`src/rtl/eii_pkg.sv`:
```
// Package: shared types for the electrical idle inference timer.
// Assumes the mode input encoding is fixed as listed below.
package eii_pkg;
    typedef enum logic [1:0] {
        MODE_FC   = 2'd0,   // flow-control updates only
        MODE_SKP  = 2'd1,   // SKP on every configured lane
        MODE_ANY  = 2'd2,   // any of the three traffic kinds
        MODE_OFF  = 2'd3    // inference disabled
    } infer_mode_e;
endpackage

```
`src/rtl/eii_window_timer.sv`:
```
// Module: eii_window_timer
// Counts enabled cycles into windows of WINDOW_CYCLES and flags the last
// cycle of each window. Assumes WINDOW_CYCLES >= 2. The count returns to
// zero whenever enable is low.
module eii_window_timer #(
    parameter int WINDOW_CYCLES = 16000
) (
    input  logic clk,
    input  logic rst_n,
    input  logic enable,
    output logic win_last
);
    localparam int CW = (WINDOW_CYCLES > 2) ? $clog2(WINDOW_CYCLES) : 1;
    localparam logic [CW-1:0] LAST = CW'(WINDOW_CYCLES - 1);

    logic [CW-1:0] cnt_q;

    // Last cycle of the current window while counting.
    assign win_last = enable && (cnt_q == LAST);

    // Advance the window position, wrapping at the window end.
    always_ff @(posedge clk) begin
        if (!rst_n || !enable) begin
            cnt_q <= '0;
        end else if (win_last) begin
            cnt_q <= '0;
        end else begin
            cnt_q <= cnt_q + 1'b1;
        end
    end

    a_r2_cnt_bound: assert property (@(posedge clk) disable iff (!rst_n)
        cnt_q <= LAST);
    a_r7_restart_on_disable: assert property (@(posedge clk) disable iff (!rst_n)
        !enable |=> (cnt_q == '0));
endmodule

```
`src/rtl/eii_traffic_tracker.sv`:
```
// Module: eii_traffic_tracker
// Records which traffic kinds arrived in the current window. Each output
// includes the current cycle's pulse, so an event in the window's last cycle
// counts. SKP pulses are masked by the configured-lane vector. Assumes
// lane_cfg stays stable within a window.
module eii_traffic_tracker #(
    parameter int NUM_LANES = 4
) (
    input  logic                 clk,
    input  logic                 rst_n,
    input  logic                 enable,
    input  logic                 win_last,
    input  logic [NUM_LANES-1:0] lane_cfg,
    input  logic                 fc_upd_seen,
    input  logic                 opt_fc_seen,
    input  logic [NUM_LANES-1:0] skp_seen,
    output logic                 fc_hit,
    output logic                 opt_hit,
    output logic [NUM_LANES-1:0] lane_hit
);
    logic                 fc_q;
    logic                 opt_q;
    logic [NUM_LANES-1:0] skp_q;

    assign fc_hit  = fc_q  | fc_upd_seen;
    assign opt_hit = opt_q | opt_fc_seen;

    // One sticky SKP flag per lane, masked by configuration.
    for (genvar g = 0; g < NUM_LANES; g++) begin : g_lane
        always_ff @(posedge clk) begin
            if (!rst_n || !enable || win_last) begin
                skp_q[g] <= 1'b0;
            end else if (skp_seen[g] && lane_cfg[g]) begin
                skp_q[g] <= 1'b1;
            end
        end
        assign lane_hit[g] = (skp_q[g] | skp_seen[g]) & lane_cfg[g];
    end

    // Sticky flow-control flags, cleared for each new window.
    always_ff @(posedge clk) begin
        if (!rst_n || !enable || win_last) begin
            fc_q  <= 1'b0;
            opt_q <= 1'b0;
        end else begin
            fc_q  <= fc_q  | fc_upd_seen;
            opt_q <= opt_q | opt_fc_seen;
        end
    end

    a_r8_fresh_window: assert property (@(posedge clk) disable iff (!rst_n)
        win_last |=> (!fc_q && !opt_q && (skp_q == '0)));
    a_r7_flags_clear_off: assert property (@(posedge clk) disable iff (!rst_n)
        !enable |=> (!fc_q && !opt_q && (skp_q == '0)));
endmodule

```
`src/rtl/eii_idle_infer.sv`:
```
// Module: eii_idle_infer (top)
// Infers electrical idle on all lanes when the traffic selected by mode is
// missing for a full window, and emits a one-cycle pulse after the window.
// Assumes the event inputs are single-cycle pulses in this clock domain.
module eii_idle_infer #(
    parameter int NUM_LANES     = 4,
    parameter int CLK_PERIOD_PS = 8000,
    parameter int WINDOW_US     = 128,
    parameter int WINDOW_CYCLES = (WINDOW_US * 1000000) / CLK_PERIOD_PS
) (
    input  logic                 clk,
    input  logic                 rst_n,
    input  logic                 enable,
    input  logic [1:0]           mode,
    input  logic [NUM_LANES-1:0] lane_cfg,
    input  logic                 fc_upd_seen,
    input  logic                 opt_fc_seen,
    input  logic [NUM_LANES-1:0] skp_seen,
    output logic                 idle_inferred
);
    import eii_pkg::*;

    logic                 win_last;
    logic                 fc_hit;
    logic                 opt_hit;
    logic [NUM_LANES-1:0] lane_hit;
    logic                 missing;
    logic                 idle_q;
    infer_mode_e          mode_e;

    assign mode_e = infer_mode_e'(mode);

    eii_window_timer #(.WINDOW_CYCLES(WINDOW_CYCLES)) u_timer (
        .clk      (clk),
        .rst_n    (rst_n),
        .enable   (enable),
        .win_last (win_last)
    );

    eii_traffic_tracker #(.NUM_LANES(NUM_LANES)) u_track (
        .clk         (clk),
        .rst_n       (rst_n),
        .enable      (enable),
        .win_last    (win_last),
        .lane_cfg    (lane_cfg),
        .fc_upd_seen (fc_upd_seen),
        .opt_fc_seen (opt_fc_seen),
        .skp_seen    (skp_seen),
        .fc_hit      (fc_hit),
        .opt_hit     (opt_hit),
        .lane_hit    (lane_hit)
    );

    // Apply the selected rule to the traffic seen in this window.
    always_comb begin
        unique case (mode_e)
            MODE_FC:  missing = !fc_hit;
            MODE_SKP: missing = (lane_cfg & ~lane_hit) != '0;
            MODE_ANY: missing = !fc_hit && !opt_hit && (lane_hit == '0);
            default:  missing = 1'b0;
        endcase
    end

    // Register the verdict at each window end.
    always_ff @(posedge clk) begin
        if (!rst_n) begin
            idle_q <= 1'b0;
        end else begin
            idle_q <= win_last && missing;
        end
    end

    assign idle_inferred = idle_q;

    a_r2_single_pulse: assert property (@(posedge clk) disable iff (!rst_n)
        idle_inferred |=> !idle_inferred);
    a_r7_quiet_when_off: assert property (@(posedge clk) disable iff (!rst_n)
        !enable |=> !idle_inferred);
    a_r6_off_mode_silent: assert property (@(posedge clk) disable iff (!rst_n)
        (mode == 2'd3) |=> !idle_inferred);
    a_r3_fc_blocks: assert property (@(posedge clk) disable iff (!rst_n)
        (mode == 2'd0 && fc_upd_seen) |=> !idle_inferred);
endmodule

```
`config.mk`:
```
export PLATFORM = sky130hd
export DESIGN_NAME = eii_idle_infer
export DESIGN_NICKNAME = d
export VERILOG_FILES = /design/src/rtl/eii_pkg.sv /design/src/rtl/eii_window_timer.sv /design/src/rtl/eii_traffic_tracker.sv /design/src/rtl/eii_idle_infer.sv
export SDC_FILE = /design/constraint.sdc
export NUM_CORES = 1
export LEC_CHECK = 0
export BUFFER_PORTS_ARGS = -buffer_cell sky130_fd_sc_hd__buf_2
export CAP_MARGIN = 40
export CORE_MARGIN = 2
export CORE_UTILIZATION = 53
export DETAILED_ROUTE_END_ITERATION = 16
export PLACE_DENSITY = 0.84
export REMOVE_ABC_BUFFERS = 1
export SETUP_SLACK_MARGIN = 0.1
export SYNTH_ARGS = -nofsm -noshare
export SYNTH_HDL_FRONTEND = slang
export SYNTH_SLANG_ARGS = --single-unit
```
`constraint.sdc`:
```
create_clock -name clk -period 1.75 [get_ports clk]
set_input_delay 0.0875 -clock clk [delete_from_list [all_inputs] [get_ports clk]]
set_output_delay 0.0875 -clock clk [all_outputs]
set_load 0.005 [all_outputs]
```
; Word level (Yosys, flattened, before mapping)
; Cells that the tools add are included.
[totals]
regBits = 21
input_bits = 15
out_inout_bits = 1
word_cells = 43
[classes]
addsub = 1
n_eq_ne = 3
mux = 1
bitwise = 12
reduce_logical = 18
[op_table]
columns = operator, n
row1 = 14-bit by 1-bit adder with 14-bit output (second input constant), 1
row2 = 14-bit equality test (second input constant), 1
row3 = 1-bit logical AND, 8
row4 = 1-bit OR, 6
row5 = 1-bit bitwise AND, 4
row6 = 4-bit bitwise AND, 1
row7 = 1-bit logical NOT, 4
row8 = 4-bit logical NOT, 1
row9 = 4-bit inverter, 1
row10 = 4-bit nonzero test, 1
row11 = 1-bit one-hot mux with 3 select lines, 1
row12 = 2-bit by 1-bit equality test with 1-bit output (second input constant), 1
row13 = 2-bit equality test (second input constant), 1
row14 = 2-bit logical NOT, 1
row15 = 1-bit logical OR, 2
row16 = 2-bit OR reduction, 1

; Longest topological paths before layout
; Gate-level depths: netlist (run 1).
[depth]
depth_word = 7
mapped_depth = 6
depth_no_buf = 5

; By module
; A second synthesis (run 1) with hierarchy kept.
[hier_totals]
cells_unflattened = 102
hier_area_um2 = 957.2
[modules_own_cells]
columns = mod, instances, cells_per_inst, area_each_um2, seq_area_each_um2
row1 = eii_window_timer, 1, 68, 628.1, 280.3
row2 = eii_traffic_tracker, 1, 23, 230.2, 120.1
row3 = eii_idle_infer, 1, 11, 98.8, 20.0

; Worst setup path after synthesis (run 1)
; Ideal clock, no wire load.
[synth_path]
path_kind = register to register
from = register u_timer.cnt_q[0]
to = register u_timer.cnt_q[13]
setup_ns = 0.115
t_arrival_ns = 1.355
t_required_ns = 1.635
path_slack_ns = 0.281
path_stages_with_launch = 7
n_path_buf = 1
synth_period_minus_slack_ns = 1.469
cell_sequence = dfxtp_1 ha_1 and2_2 nand2_4 o311ai_4 buf_6 nor2_1
[synth_via]
elab_chain_len = 3
elab_cells_between_ends = 4
classes_between = add/sub: 1 / eq/ne: 1 / reduce/logical: 2
[synth_lines]
columns = item, line_no
row1 = start: declaration, eii_window_timer.sv:16  ; logic [CW-1:0] cnt_q;
row2 = start signal: assignment, eii_window_timer.sv:28  ; cnt_q <= cnt_q + 1'b1;
row3 = "parallel branches: the longest is 3 deep, another holds 14-bit by 1-bit adder with 14-bit output", -
; Several ways; the timed one is not identified.
; A chain may end at the register's enable or synchronous reset.

; Worst setup path in the final report (run 1)
[layout_path]
from = register u_timer.cnt_q[0]
to = register u_timer.cnt_q[10]
; Same word-level chain as after synthesis.

==> impl_metrics.ini, run 1 <==
[run_status]
status = completed

[die]
die-area_um2 = 2190
die_w_um = 46.8
placement_rows = 15
initial_utilization = 0.562
die_height_um = 46.8
design.core.area_um2 = 1730
ioPinCount = 16

[cts]
cts_post_setup_buffers_inserted = 0
postCtsResizedCells = 0
cts_root_buf = sky130_fd_sc_hd__clkbuf_4
clock_insertion_delay_worst_skew_ns = 0.30
clock_path_buffers = 2
cts_inserted_buffers = 3
cts_hold_buf = 0
cts.sinks = 21
tritoncts = yes
h-tree-depth = 1
clock_transition_at_the_register_clock_pins_on_the_worst_setup_and_hold_paths_after_cts_ns = 0.11

[yosys]
synth-edff-count = 0
synth_top_family_by_area = simple AND/OR/NAND/NOR gates
synth_top_flop_cell = sky130_fd_sc_hd__dfxtp_1
yosys.cell_types.count = 27
post_synth_main_area_contributors = sky130_fd_sc_hd__dfxtp_1 (43%), sky130_fd_sc_hd__nor2_1 (8.1%), sky130_fd_sc_hd__xor2_1 (7.2%)
flip_flop_and_latch_count_after_synthesis = 21
synth_area_leader_cell = sky130_fd_sc_hd__dfxtp_1
post_synth_and_or_nand_nor_area_fraction = 0.305
synth.yosys.seq_area_share = 0.434
syn-cell-area_um2 = 970
synth_cells = 106
muxShareOfSynthArea = 0
xor_and_xnor_fraction_of_the_mapped_netlist_area = 0.108
area_share_of_the_largest_cell_type_after_synthesis = 0.434
synth-compound-area-share = 0.0981
ys_async_sr_fraction = 0
synth-adder-area-share = 0.0129
synth_warnings = 0
syn_avg_cell_area_um2 = 9.15

[drt]
num_vias = 775
dr.pass1.iters = 4
detail_route.vias_per_cell = 5.17
wl_per_cell_um = 11.4
drcViolationCount = 0
route.final.wire_length_um = 1710
ant_nets = 0
first_iter_violations = 8

[setup_path]
worst-r2r-cell-count = 6
timing.critical_path.cells = ha_1 -> and2_2 -> nand2_4 -> o311ai_4 -> buf_6 -> nor2_1
critical_path.reg2reg.endpoint = u_timer.cnt_q[10]$_SDFF_PP0_
worstSetupPathType = reg2reg
critical_path.reg2reg.startpoint = u_timer.cnt_q[0]$_SDFF_PP0_
crit_path_end_kind = flip-flop
crit_path_start_kind = flip-flop
reg2reg_setup_slack_ns = 0.23
critical_path.max_stage_delay_ns = 0.37
worstPathRequired_ns = 1.95
worst-endpoint-arrival_ns = 1.72
critPathMaxFanout = 11
critical_path.slowest_cell = sky130_fd_sc_hd__dfxtp_2

[hold_path]
holdPathEnd = u_track.opt_q$_SDFF_PP0_
timing.hold.worst.class = in2reg
hold_start = opt_fc_seen
min_delay_path_depth = 3

[timing]
achievable_frequency_mhz = 658
layout_min_cycle_time_ns = 1.52
clock_skew_ns = 0.00206
rsz0062_at_grt = no
finalCritPeriodShare = 0.868
final_hold_viol_count = 0
relSlewSlack = 0.763
tightestPinTransition_ns = 0.352
totalNegativeSetupSlack_ns = 0
setup_violations = 0
finalMaxSlewViolations = 0
layout_setup_ws_ns = 0.231

[pwr]
irDropWorstVdd_uv = 424
sequentialPowerShare = 0.629
cellInternalPower_mw = 0.606
static_leakage_nw = 0.431
power.share.switching = 0.224
finalPower_mw = 0.780
powerDensity_nw_per_um2 = 709
combinationalPowerShare = 0.082
pwr-share-clk = 0.289
p_switching_mw = 0.174

[layout]
syn_to_final_growth_pct = 13.4
multi_input_comb_area_um2 = 508
insertedDiodeCount = 0
layout.area.seq_um2 = 422
final_nets = 142
fillCellCount = 163
layout-drive-gt1-share = 0.248

[global_routing]
antenna_found_initial = 0
grt_pass1_wl_um = 2640
pin_count_of_the_biggest_net_entering_global_routing = 12
globalRouteOverflowTotal = 0
total_grt_usage = 0.177
first_global_vias = 654

[flow_run]
maxCapViolations = 0

[placement]
place_ws_ns = 0.158
estimated_wirelength_of_the_detail_placed_design_um = 1260
place.port_buffers = 15
place.gp.congestion = 0.836
-- cell usage after synthesis, drive strengths merged, types with 2 or more instances --
library cell,instances
inv,2
dfxtp,21
xnor2,4
a21oi,4
xor2,8
nand4,8
and4,2
nor3,2
nand2,5
and2,3
buf,3
o21ai,4
nor2,27
nand3,3
-- cells in the final DEF, fill, tap and decap left out, drive strengths merged, types with 4 or more instances in the layout --
master and count:
a21oi 4, buf 18, nand4 8, xnor2 4
nand2 5, clkbuf 4, dfxtp 21, o21ai 4
xor2 8, nor2 27
-- power by group through the flow --
stage / clock (mW) / sequential (mW) / combinational, mW
6_report: 0.225 / 0.491 / 0.0642
5_1_grt: 0.257 / 0.492 / 0.0731
4_1_cts: 0.236 / 0.490 / 0.0632
3_5_place_dp: 0 / 0.501 / 0.0627
3_3_place_gp: 0 / 0.501 / 0.0609
2_1_floorplan: 0 / 0.500 / 0.0312
-- routing by layer --
| metal | GRT usage | wire, um | up-vias |
|---|---|---|---|
| li1 | - | - | 409 |
| met5 | 0 | 0 | - |
| met3 | 0.0462 | 82 | 5 |
| met4 | 0.100 | 36 | 0 |
| met2 | 0.301 | 770 | 19 |
| met1 | 0.200 | 818 | 342 |
-- per-stage QoR --
| step | hold WS [ns] | instance area [um2] | utilization | instances |
|---|---|---|---|---|
| final | 0.00969 | 1100 | 0.637 | 150 |
| after floorplan | 0.218 | 936 | - | 103 |
| after detailed placement | 0.327 | 1060 | 0.617 | 146 |
| after global routing | 0.0138 | 1100 | 0.637 | 150 |
| after global placement | 0.321 | 1060 | 0.617 | 146 |
| after CTS | 0.00615 | 1090 | 0.632 | 150 |
-- kinds of logic after synthesis --
family          Yosys count
compound gates           12
xor+xnor                 12
fa+ha+maj                 1
buf+inv                   5
flops                    21
simple gates             55
-- worst max path at each step --
stage          slack (ns)                      endpoint                   startpoint  cells past startpoint
2_1_floorplan        0.02  u_timer.cnt_q[10]$_SDFF_PP0_  u_timer.cnt_q[0]$_SDFF_PP0_                      5
3_3_place_gp         0.22       u_track.fc_q$_SDFF_PP0_  u_timer.cnt_q[0]$_SDFF_PP0_                      6
3_5_place_dp         0.16  u_timer.cnt_q[10]$_SDFF_PP0_  u_timer.cnt_q[0]$_SDFF_PP0_                      6
4_1_cts              0.14  u_timer.cnt_q[10]$_SDFF_PP0_  u_timer.cnt_q[0]$_SDFF_PP0_                      6
5_1_grt              0.12  u_timer.cnt_q[10]$_SDFF_PP0_  u_timer.cnt_q[0]$_SDFF_PP0_                      6
6_report             0.23  u_timer.cnt_q[10]$_SDFF_PP0_  u_timer.cnt_q[0]$_SDFF_PP0_                      6
-- state kept, by name, summed over array words and instances (netlist names) --
register       cells
u_track.fc_q       1
idle_inferred      1
u_timer.cnt_q     14
u_track.opt_q      1
u_track.skp_q      4
-- critical path, delay by kind of cell, from the launching register on --
kind,cells,cell delay (ns)
fa+ha+maj,1,0.21
buf+inv,1,0.19
compound gates,1,0.30
simple gates,3,0.35
flops,1,0.37
-- cell type report --
type	count	area share
Multi-Input combinational cell	80	0.462
Sequential cell	21	0.383
Inverter	2	0.00683
Clock buffer	4	0.0239
Tap cell	25	0.0284
Timing Repair Buffer	18	0.0956
(Power assumes the default switching activity.)
==> run 2, diff against run 1 <==
--- a/config.mk
+++ b/config.mk
@@ -10,7 +10,8 @@
 export CORE_MARGIN = 2
 export CORE_UTILIZATION = 53
 export DETAILED_ROUTE_END_ITERATION = 16
-export PLACE_DENSITY = 0.84
+export HOLD_SLACK_MARGIN = 0.02
+export PLACE_DENSITY = 0.76
 export REMOVE_ABC_BUFFERS = 1
 export SETUP_SLACK_MARGIN = 0.1
 export SYNTH_ARGS = -nofsm -noshare
==> impl_metrics.ini, run 2 (same netlist as run 1, synthesis figures left out) <==
[pwr]
powerDensity_nw_per_um2 = 712
finalPower_mw = 0.790
static_leakage_nw = 0.434
irDropWorstVdd_uv = 403

[cts]
clock_transition_at_the_register_clock_pins_on_the_worst_setup_and_hold_paths_after_cts_ns = 0.12
cts_inserted_buffers = 3
clock_path_buffers = 2
tritoncts = yes
h-tree-depth = 1
clock_insertion_delay_worst_skew_ns = 0.30
cts_post_setup_buffers_inserted = 0
cts_root_buf = sky130_fd_sc_hd__clkbuf_4
cts.sinks = 21

[global_routing]
first_global_vias = 754
grt_pass1_wl_um = 2970
antenna_found_initial = 0
globalRouteOverflowTotal = 0
total_grt_usage = 0.196
pin_count_of_the_biggest_net_entering_global_routing = 13

[drt]
drcViolationCount = 0
detail_route.vias_per_cell = 5.26
dr.pass1.iters = 2
num_vias = 795
ant_nets = 0
first_iter_violations = 12
wl_per_cell_um = 11.9
route.final.wire_length_um = 1800

[layout]
fillCellCount = 161
final_nets = 143
regMostFlops = u_timer.cnt_q
syn_to_final_growth_pct = 14.5
largest_reg_flops = 14
final_common_cell = sky130_fd_sc_hd__nor2_1
top_regs = u_timer.cnt_q (14), u_track.skp_q (4)
insertedDiodeCount = 0
layout-drive-gt1-share = 0.262
final_util = 0.643
fin_area_um2 = 1110
layout_common_cells = sky130_fd_sc_hd__nor2_1 (21), sky130_fd_sc_hd__dfxtp_1 (20), sky130_fd_sc_hd__buf_2 (15)

[flow_run]
maxCapViolations = 0

[timing]
final_hold_viol_count = 0
totalNegativeSetupSlack_ns = 0
finalMaxSlewViolations = 0
setup_violations = 0
finalCritPeriodShare = 0.882
rsz0062_at_grt = no
achievable_frequency_mhz = 648
layout_min_cycle_time_ns = 1.54
tightestPinTransition_ns = 0.306
clock_skew_ns = 0.00229
relSlewSlack = 0.794

[hold_path]
timing.hold.worst.class = in2reg

[placement]
estimated_wirelength_of_the_detail_placed_design_um = 1350
place.gp.congestion = 0.852
place.port_buffers = 15
dpl-instance-area_um2 = 1060

[setup_path]
worstSetupPathType = reg2reg
worstPathRequired_ns = 1.96
worst-endpoint-arrival_ns = 1.75
crit_path_start_kind = flip-flop
timing.critical_path.cells = ha_2 -> and2_2 -> nand2_4 -> o311ai_4 -> buf_4 -> nor2_1
crit_path_end_kind = flip-flop
critical_path.max_stage_delay_ns = 0.39
critPathMaxFanout = 8
critical_path.slowest_cell = sky130_fd_sc_hd__dfxtp_1

[run_status]
status = completed

[die]
initial_utilization = 0.562
die_height_um = 46.8
ioPinCount = 16
die_w_um = 46.8
die-area_um2 = 2190
design.core.area_um2 = 1730
placement_rows = 15
-- run 2: cell type report --
| class | instances | area, um2 | area share |
|---|---|---|---|
| timing repair buffer | 19 | 111 | 0.100 |
| sequential | 21 | 422 | 0.380 |
| inverter | 2 | 7.51 | 0.00676 |
| tap | 25 | 31.3 | 0.0282 |
| clock buffer | 3 | 22.5 | 0.0203 |
| clock inverter | 1 | 5.00 | 0.00451 |
| multi-input combinational | 80 | 510 | 0.460 |
-- run 2: worst paths after layout --
check | startpoint | to | slack, ns | depth (start not counted)
worst min-delay path | fc_upd_seen | u_track.fc_q$_SDFF_PP0_ | 0.02 | 3
worst max register to register | u_timer.cnt_q[1]$_SDFF_PP0_ | u_track.skp_q[0]$_SDFFE_PP0P_ | 0.21 | 6
worst max-delay path | u_timer.cnt_q[1]$_SDFF_PP0_ | u_track.skp_q[0]$_SDFFE_PP0P_ | 0.21 | 6
worst min register to register | u_timer.cnt_q[0]$_SDFF_PP0_ | u_timer.cnt_q[0]$_SDFF_PP0_ | 0.46 | 1
-- run 2: timing repair --
action | in CTS | in global routing
endpoints found under the hold margin | 1 | 0
gates resized for setup | 0 | 3
endpoints found under the setup margin | 0 | 20
hold buffers | 1 | 0
-- run 2: routing by layer --
| layer | global-route usage | wire (um) |
|---|---|---|
| met5 | 0 | 0 |
| met4 | 0.111 | 36 |
| met3 | 0.0462 | 80 |
| met2 | 0.334 | 862 |
| met1 | 0.224 | 820 |
-- run 2: critical path: cells and delay by family (launching register included) --
family	cells	cell delay [ns]
flip-flops	1	0.39
adder cells (fa/ha/maj)	1	0.23
AO/OA/AOI/OAI	1	0.28
AND/OR/NAND/NOR	3	0.33
buffers and inverters	1	0.22
-- run 2: through the flow --
stage | hold slack (ns) | worst slack (ns) | instances
global route | 0.0346 | 0.107 | 151
CTS | 0.0211 | 0.128 | 151
global placement | 0.325 | 0.209 | 146
detailed placement | 0.321 | 0.142 | 146
floorplan | 0.218 | 0.0162 | 103
finish | 0.0213 | 0.207 | 151
-- run 2: power by group --
group | total, mW | internal (mW) | switching (mW) | leakage [nW]
clock | 0.234 | 0.0853 | 0.148 | 0.0177
combinational | 0.0652 | 0.0318 | 0.0334 | 0.245
sequential | 0.491 | 0.486 | 0.00543 | 0.170
total | 0.790 | 0.603 | 0.187 | 0.434
